$ cat config.mk
export PLATFORM = sky130hd
export DESIGN_NAME = wea_gen
export DESIGN_NICKNAME = d
export VERILOG_FILES = /design/src/rtl/wea_pkg.sv /design/src/rtl/wea_operand.sv /design/src/rtl/wea_legal.sv /design/src/rtl/wea_gen.sv
export SDC_FILE = /design/constraint.sdc
export NUM_CORES = 1
export LEC_CHECK = 0
export BUFFER_PORTS_ARGS = -buffer_cell sky130_fd_sc_hd__buf_2
export CELL_PAD_IN_SITES_DETAIL_PLACEMENT = 1
export CELL_PAD_IN_SITES_GLOBAL_PLACEMENT = 2
export CORE_MARGIN = 10
export CORE_UTILIZATION = 27
export DETAILED_ROUTE_END_ITERATION = 16
export GPL_ROUTABILITY_DRIVEN = 0
export PLACE_DENSITY = 0.88
export SYNTH_ARGS = -nofsm -noshare
export SYNTH_HDL_FRONTEND = slang
export SYNTH_HIERARCHICAL = 1
export SYNTH_SLANG_ARGS = --single-unit
$ cat constraint.sdc
create_clock -name clk -period 5.24 [get_ports clk]
set_clock_uncertainty 0.2 [all_clocks]
set_input_delay 0.262 -clock clk [delete_from_list [all_inputs] [get_ports clk]]
set_output_delay 0.262 -clock clk [all_outputs]
set_load 0.05 [all_outputs]
$ cat src/rtl/wea_pkg.sv
package wea_pkg;
    localparam int XLEN  = 32;
    localparam int RIDXW = 5;
    localparam int DISPW = 16;
    localparam int ALIGNB = 2;

    typedef struct packed {
        logic             vld;
        logic [XLEN-1:0]  ea;
        logic             wb_en;
        logic [RIDXW-1:0] wb_idx;
        logic [XLEN-1:0]  wb_val;
        logic             bad;
        logic             mis;
    } wea_out_t;
endpackage

$ cat src/rtl/wea_operand.sv
module wea_operand #(
    parameter int XLEN  = 32,
    parameter int RIDXW = 5,
    parameter int DISPW = 16
) (
    input  logic             mode_idx,
    input  logic             upd,
    input  logic [RIDXW-1:0] base_idx,
    input  logic [XLEN-1:0]  base_val,
    input  logic [DISPW-1:0] disp,
    input  logic [XLEN-1:0]  idx_val,
    output logic [XLEN-1:0]  sum
);
    logic [XLEN-1:0] opa;
    logic [XLEN-1:0] opb;

    always_comb begin
        // register zero reads as literal zero unless updating
        if (!upd && base_idx == '0) opa = '0;
        else                        opa = base_val;
        if (mode_idx) opb = idx_val;
        else          opb = {{(XLEN-DISPW){disp[DISPW-1]}}, disp};
        sum = opa + opb;
    end
endmodule

$ cat src/rtl/wea_legal.sv
module wea_legal #(
    parameter int RIDXW = 5
) (
    input  logic             upd,
    input  logic             is_load,
    input  logic [RIDXW-1:0] base_idx,
    input  logic [RIDXW-1:0] rt_idx,
    output logic             bad
);
    logic zero_base;
    logic same_reg;

    always_comb begin
        zero_base = (base_idx == '0);
        same_reg  = (base_idx == rt_idx);
        bad       = upd && (zero_base || (is_load && same_reg));
    end
endmodule

$ cat src/rtl/wea_gen.sv
module wea_gen
    import wea_pkg::*;
(
    input  logic             clk,
    input  logic             rst_n,
    input  logic             in_vld,
    input  logic             mode_idx,
    input  logic             upd,
    input  logic             is_load,
    input  logic [RIDXW-1:0] base_idx,
    input  logic [XLEN-1:0]  base_val,
    input  logic [RIDXW-1:0] rt_idx,
    input  logic [DISPW-1:0] disp,
    input  logic [XLEN-1:0]  idx_val,
    output logic             out_vld,
    output logic [XLEN-1:0]  ea,
    output logic             wb_en,
    output logic [RIDXW-1:0] wb_idx,
    output logic [XLEN-1:0]  wb_val,
    output logic             bad_form,
    output logic             misalign
);
    logic [XLEN-1:0] sum;
    logic            bad;
    wea_out_t        st_d;
    wea_out_t        st_q;

    wea_operand #(.XLEN(XLEN), .RIDXW(RIDXW), .DISPW(DISPW)) u_opnd (
        .mode_idx (mode_idx),
        .upd      (upd),
        .base_idx (base_idx),
        .base_val (base_val),
        .disp     (disp),
        .idx_val  (idx_val),
        .sum      (sum)
    );

    wea_legal #(.RIDXW(RIDXW)) u_legal (
        .upd      (upd),
        .is_load  (is_load),
        .base_idx (base_idx),
        .rt_idx   (rt_idx),
        .bad      (bad)
    );

    always_comb begin
        st_d        = st_q;
        st_d.vld    = in_vld;
        st_d.wb_en  = 1'b0;
        if (in_vld) begin
            st_d.ea     = sum;
            st_d.bad    = bad;
            st_d.wb_en  = upd && !bad;
            st_d.wb_idx = base_idx;
            st_d.wb_val = sum;
            st_d.mis    = (sum[ALIGNB-1:0] != '0);
        end
    end

    always_ff @(posedge clk) begin
        if (!rst_n) st_q <= '0;
        else        st_q <= st_d;
    end

    assign out_vld  = st_q.vld;
    assign ea       = st_q.ea;
    assign wb_en    = st_q.wb_en;
    assign wb_idx   = st_q.wb_idx;
    assign wb_val   = st_q.wb_val;
    assign bad_form = st_q.bad;
    assign misalign = st_q.mis;
endmodule

=== Word level (Yosys, flattened, before mapping) ===
Index checks and enable logic that the tools add are counted.

* Equal/unequal tests: 1
* Add/sub/neg operators: 1
* Muxes and demuxes: 2
* Reduce and logical (&&, ||, !) cells: 10

{| class="wikitable"
|+ Operator list
! cell !! number
|-
| 32-bit two-way mux || 2
|-
| 32-bit adder || 1
|-
| 5-bit equality test || 1
|-
| 5-bit logical NOT || 1
|-
| 1-bit logical AND || 4
|-
| 1-bit logical NOT || 2
|-
| 2-bit AND reduction || 1
|-
| 2-bit nonzero test || 1
|-
| 1-bit logical OR || 1
|}

* Logic and storage cells: 20
* Input port bits: 96
* Register bits after elaboration: 41

=== Depth between registers and ports, before layout ===
* Depth after elaboration: 6
* Mapped depth: 16

=== By module ===
Netlist, hierarchy kept.

{| class="wikitable"
|+ Modules (own cells, without submodules)
! module !! cells each !! area an instance (um^2) !! seq. area each (um^2) !! times used
|-
| wea_operand || 323 || 2165.8 || 0.0 || 1
|-
| wea_gen || 163 || 1818.0 || 820.8 || 1
|-
| wea_legal || 10 || 80.1 || 0.0 || 1
|}

=== Worst setup path after synthesis ===
Ideal clock, no wire load.

* Path type: input to register
* Start point: input mode_idx
* End point: register st_q (netlist bit wb_val[26])
* Setup slack: 1.476 ns
* Arrival: 3.447 ns
* Library setup time: 0.117 ns
* Stages: 15
* Data required time: 4.923 ns
* Path through: clkbuf_1 > clkbuf_1 > mux2_2 > ha_1 > fa_1 > a21o_1 > a221oi_1 > o21bai_1 > a21oi_1 > o22ai_1 > a21oi_1 > o311ai_0 > xor2_1 > mux2i_1 > nor2b_1

* Word-level cells in the longest chain between the ends: 2

{| class="wikitable"
|+ RTL lines
! item !! RTL line !! source
|-
| start: declaration || wea_gen.sv:7 || <nowiki>input logic mode_idx,</nowiki>
|-
| 32-bit two-way mux || wea_operand.sv:21 || <nowiki>if (mode_idx) opb = idx_val;</nowiki>
|-
| 32-bit adder || wea_operand.sv:23 || <nowiki>sum = opa + opb;</nowiki>
|-
| via sum[26] || wea_gen.sv:23 || <nowiki>logic [XLEN-1:0] sum;</nowiki>
|-
| end signal: assignment || wea_gen.sv:62 || <nowiki>else st_q <= st_d;</nowiki>
|-
| end: declaration || wea_gen.sv:26 || <nowiki>wea_out_t st_q;</nowiki>
|}

The timed path passes the listed nets, and every way through them passes these cells.
A chain may end at the register's enable or synchronous reset.

=== Worst setup path in the final report ===
* Start point: input base_idx[4]
* End point: register st_q (netlist bit wb_val[26])

* Word-level cells in the longest chain between the ends: 4

{| class="wikitable"
|+ RTL lines
! item !! RTL line !! source
|-
| start: declaration || wea_gen.sv:10 || <nowiki>input logic [RIDXW-1:0] base_idx,</nowiki>
|-
| 5-bit logical NOT || wea_operand.sv:19 || <nowiki>if (!upd && base_idx == '0) opa = '0;</nowiki>
|-
| 1-bit logical AND || wea_operand.sv:19 ||
|-
| 32-bit two-way mux || wea_operand.sv:19 ||
|-
| 32-bit adder || wea_operand.sv:23 ||
|-
| via sum[26] || wea_gen.sv:23 ||
|}

The timed path passes the listed nets, and every way through them passes these cells.

==> impl_table.tex <==
\begin{tabular}{lr}
\hline
Metric & Value \\
\hline
\multicolumn{2}{l}{\textbf{Setup path}} \\
R2r startpoint & wb\_val[24]\$\_SDFFE\_PN0P\_ \\
Register-to-register setup slack & 4.35 ns \\
Type of the worst setup path & input port to register \\
Critical Path Sink Type & register \\
Largest fanout of any net on the critical path & 19 \\
Critical path arrival & 4.27 ns \\
Worst R2R Path Depth & 2 \\
Crit Reg-Reg Endpoint & wb\_val[24]\$\_SDFFE\_PN0P\_ \\
Startpoint types & input port \\
Worst Path Required & 5.22 ns \\
\multicolumn{2}{l}{\textbf{Final layout}} \\
Area growth from synthesis to layout & 20.54\% \\
Final Instance Count excl. Fillers & 802 \\
Fraction of final layout cells with drive strength greater than 1 & 32.74\% \\
Total number of nets in the final design & 744 \\
Final instance area & 4898 sq um \\
Number of fill cells in the layout & 1,830 \\
\multicolumn{2}{l}{\textbf{Yosys}} \\
Cell Area, Synth & 4064 sq um \\
Instance count of the mapped netlist & 496 \\
Synthesized flop and latch total & 41 \\
Post-synthesis async set-or-reset flop share & 0\% \\
Synth warnings & 6 \\
EDFF count, synth & 0 \\
Mapped Avg Cell Area & 8.193 sq um \\
Leading post-synthesis cells by cell area & sky130\_fd\_sc\_hd\_\_dfxtp\_1 (20\%), sky130\_fd\_sc\_hd\_\_mux2i\_1 (9.6\%), sky130\_fd\_sc\_hd\_\_ha\_1 (9.5\%) \\
Syn nets & 624 \\
Predominant post-synthesis flop cell & sky130\_fd\_sc\_hd\_\_dfxtp\_1 \\
Netlist cell types & 59 \\
Seq/Total Area, Yosys & 20.20\% \\
Top-area cell type share of the netlist area & 20.20\% \\
Cell taking the most area after synthesis & sky130\_fd\_sc\_hd\_\_dfxtp\_1 \\
\multicolumn{2}{l}{\textbf{Routing}} \\
First-iteration detailed-routing DRC count & 187 \\
Post-detailed-routing wire length & 14.03 mm \\
Vias & 3,891 \\
Detail-routed net length per standard cell & 17.50 um \\
Detail Route Antenna Nets & 0 \\
Vias per cell & 4.852 \\
First-pass iteration count of the detailed router & 4 \\
Drt drc & 0 \\
\multicolumn{2}{l}{\textbf{Clock tree}} \\
Clk Latency, worst-skew pair & 0.28 ns \\
Number of sinks on the clock net & 41 \\
H-tree depth & 2 \\
Clock Pin Slew Worst Setup and Hold Paths & 0.07 ns \\
Hold buffer count at cts & 0 \\
Buffers from clock root to sink, at most & 2 \\
CTS root buffer & sky130\_fd\_sc\_hd\_\_clkbuf\_16 \\
Resized cells post-CTS & 0 \\
Clock tree from TritonCTS & done \\
Post-CTS Setup Repair Bufs & 0 \\
Number of buffers created by CTS & 5 \\
\multicolumn{2}{l}{\textbf{Timing}} \\
Post-layout minimum cycle time & 4.292 ns \\
Final Max Tran Viols & 0 \\
Final Hold Violating Endpoints & 0 \\
Setup-failing EPs final & 0 \\
Hold slack final & 0.07953 ns \\
Setup repair after global routing missed its margin & no \\
Final period utilization & 81.90\% \\
Worst-margin pin slew & 0.7176 ns \\
Setup TNS & 0 ns \\
Maximum clock rate & 0.2330 GHz \\
Remaining max-slew budget at the tightest pin & 52.16\% \\
\multicolumn{2}{l}{\textbf{Flow run}} \\
Max Cap Violations & 0 \\
\multicolumn{2}{l}{\textbf{Floorplan}} \\
Area enclosed by the die boundary & 20,360 sq um \\
Effective utilization at floorplan & 27.75\% \\
Die Wd & 142.7 um \\
Top-level I/O count & 169 \\
Die Ht & 142.7 um \\
Site row count & 44 \\
Core area & 14,640 sq um \\
\multicolumn{2}{l}{\textbf{Place}} \\
DP Wirelength & 11.64 mm \\
Placed insts & 793 \\
Area of placed instances & 4725 sq um \\
Quantity of I/O buffers inserted on ports & 168 \\
\multicolumn{2}{l}{\textbf{Outcome}} \\
Result of the run & complete, no violations \\
\multicolumn{2}{l}{\textbf{Global routing}} \\
Wire length of the first global-routing pass & 21.49 mm \\
Maximum number of pins on one net before global-route repair & 42 \\
All-layer global routing usage & 13.00\% \\
Overall overflow remaining after global route & 0 \\
Via count of the first global-routing pass & 4,167 \\
Initial antenna violation count & 1 \\
\multicolumn{2}{l}{\textbf{Pwr}} \\
Peak supply drop & 0.1318 mV \\
Leak & 2.458 nW \\
Cell Pwr Density & 305.4 nW/um\^{}2 \\
\multicolumn{2}{l}{\textbf{Min path}} \\
HP Class & input port to register \\
Worst Hold Launch & upd \\
Hold path endpoint & wb\_en\$\_SDFF\_PN0\_ \\
Cell count of the worst hold path & 2 \\
\hline
\end{tabular}
==> synth_stat cells, types with 3 or more instances <==
master	count
sky130_fd_sc_hd__and2_1	31
sky130_fd_sc_hd__o311ai_0	3
sky130_fd_sc_hd__nand2b_1	6
sky130_fd_sc_hd__nor2_1	23
sky130_fd_sc_hd__nand3_1	11
sky130_fd_sc_hd__mux2i_1	39
sky130_fd_sc_hd__o21ai_0	16
sky130_fd_sc_hd__xnor2_1	21
sky130_fd_sc_hd__mux2_2	15
sky130_fd_sc_hd__inv_1	8
sky130_fd_sc_hd__clkbuf_1	12
sky130_fd_sc_hd__ha_1	31
sky130_fd_sc_hd__buf_12	4
sky130_fd_sc_hd__o21a_1	5
sky130_fd_sc_hd__nand4_1	4
sky130_fd_sc_hd__a21oi_1	28
sky130_fd_sc_hd__buf_4	36
sky130_fd_sc_hd__nor2b_1	40
sky130_fd_sc_hd__nor3_1	4
sky130_fd_sc_hd__nand2_1	51
sky130_fd_sc_hd__xor2_1	9
sky130_fd_sc_hd__a21o_1	9
sky130_fd_sc_hd__dfxtp_1	41
sky130_fd_sc_hd__buf_2	3
==> cells by family (layout without fill, tap and decap cells) <==
kind of cell | count (synthesis) | after routing | synth area share (%)
buffers and inverters | 65 | 186 | 11.21
adders and majority gates | 32 | 32 | 10.04
DFF | 41 | 41 | 20.20
AOI/OAI and AO/OA | 90 | 90 | 14.50
other | 0 | 1 | 0
muxes | 54 | 54 | 13.76
and+or+nand+nor | 184 | 184 | 23.83
xor gates and xnor gates | 30 | 30 | 6.466
==> cells in the final DEF (no fill, tap or decap), types with 15 or more instances in the layout <==
cell                      count
sky130_fd_sc_hd__a21oi_1     28
sky130_fd_sc_hd__and2_1      31
sky130_fd_sc_hd__buf_2      168
sky130_fd_sc_hd__dfxtp_1     41
sky130_fd_sc_hd__ha_1        31
sky130_fd_sc_hd__mux2_2      15
sky130_fd_sc_hd__mux2i_1     39
sky130_fd_sc_hd__nand2_1     51
sky130_fd_sc_hd__nor2_1      23
sky130_fd_sc_hd__nor2b_1     40
sky130_fd_sc_hd__o21ai_0     16
sky130_fd_sc_hd__xnor2_1     21
==> per-layer routing <==
metal  GRT usage, %  routed length (um)
met3          3.217                 948
met5              0                   0
met4          2.769                 151
met2          24.21                7167
met1          14.55                5764
==> layout make-up <==
type | instances | area (sq um) | share of cell area [%]
timing repair buffer | 170 | 855.8 | 17.47
sequential | 41 | 820.8 | 16.76
clock buffer | 5 | 125.1 | 2.554
tap | 184 | 230.2 | 4.700
inverter | 8 | 30.03 | 0.6130
multi-input combinational | 390 | 2788 | 56.91
clock inverter | 3 | 46.29 | 0.9451
antenna | 1 | 2.502 | 0.05109
==> power breakdown <==
| part | total (mW) | switching [mW] | internal, mW |
|---|---|---|---|
| Clock | 0.362 | 0.136 | 0.226 |
| Sequential | 0.378 | 0.0292 | 0.349 |
| Combinational | 0.756 | 0.509 | 0.246 |
| Total | 1.50 | 0.675 | 0.821 |
==> critical path: stages <==
cell,delay [ns]
sky130_fd_sc_hd__buf_2,0.13
sky130_fd_sc_hd__nor4_1,0.33
sky130_fd_sc_hd__nand2_1,0.42
sky130_fd_sc_hd__and2_1,0.32
sky130_fd_sc_hd__ha_1,0.22
sky130_fd_sc_hd__fa_1,0.40
sky130_fd_sc_hd__a21o_1,0.21
sky130_fd_sc_hd__a221oi_1,0.49
sky130_fd_sc_hd__o21bai_1,0.21
sky130_fd_sc_hd__a21oi_1,0.20
sky130_fd_sc_hd__o22ai_1,0.08
sky130_fd_sc_hd__a21oi_1,0.34
sky130_fd_sc_hd__o311ai_0,0.24
sky130_fd_sc_hd__xor2_1,0.19
sky130_fd_sc_hd__mux2i_1,0.15
sky130_fd_sc_hd__nor2b_1,0.06
==> through the flow <==
step	util [%]	power [mW]	setup slack [ns]
floorplan	-	1.000	1.476
global placement	32.26	1.132	0.8111
detailed placement	32.26	1.146	0.6250
CTS	33.43	1.518	0.9162
global route	33.43	1.593	0.5614
finish	33.45	1.496	0.9482
==> flip-flops by register name (all words and copies together) (netlist names) <==
signal,cells
wb_en,1
out_vld,1
wb_idx,5
misalign,1
bad_form,1
wb_val,32
==> worst max path at each step <==
stage                            from                      end  depth (start not counted)
after floorplan              mode_idx  wb_val[26]$_SDFFE_PN0P_                         15
after global placement       mode_idx  wb_val[26]$_SDFFE_PN0P_                         13
after detailed placement  base_idx[4]  wb_val[26]$_SDFFE_PN0P_                         16
after CTS                 base_idx[4]  wb_val[26]$_SDFFE_PN0P_                         16
after global routing      base_idx[4]  wb_val[26]$_SDFFE_PN0P_                         16
final                     base_idx[4]  wb_val[26]$_SDFFE_PN0P_                         16
(Power assumes the default switching activity.)
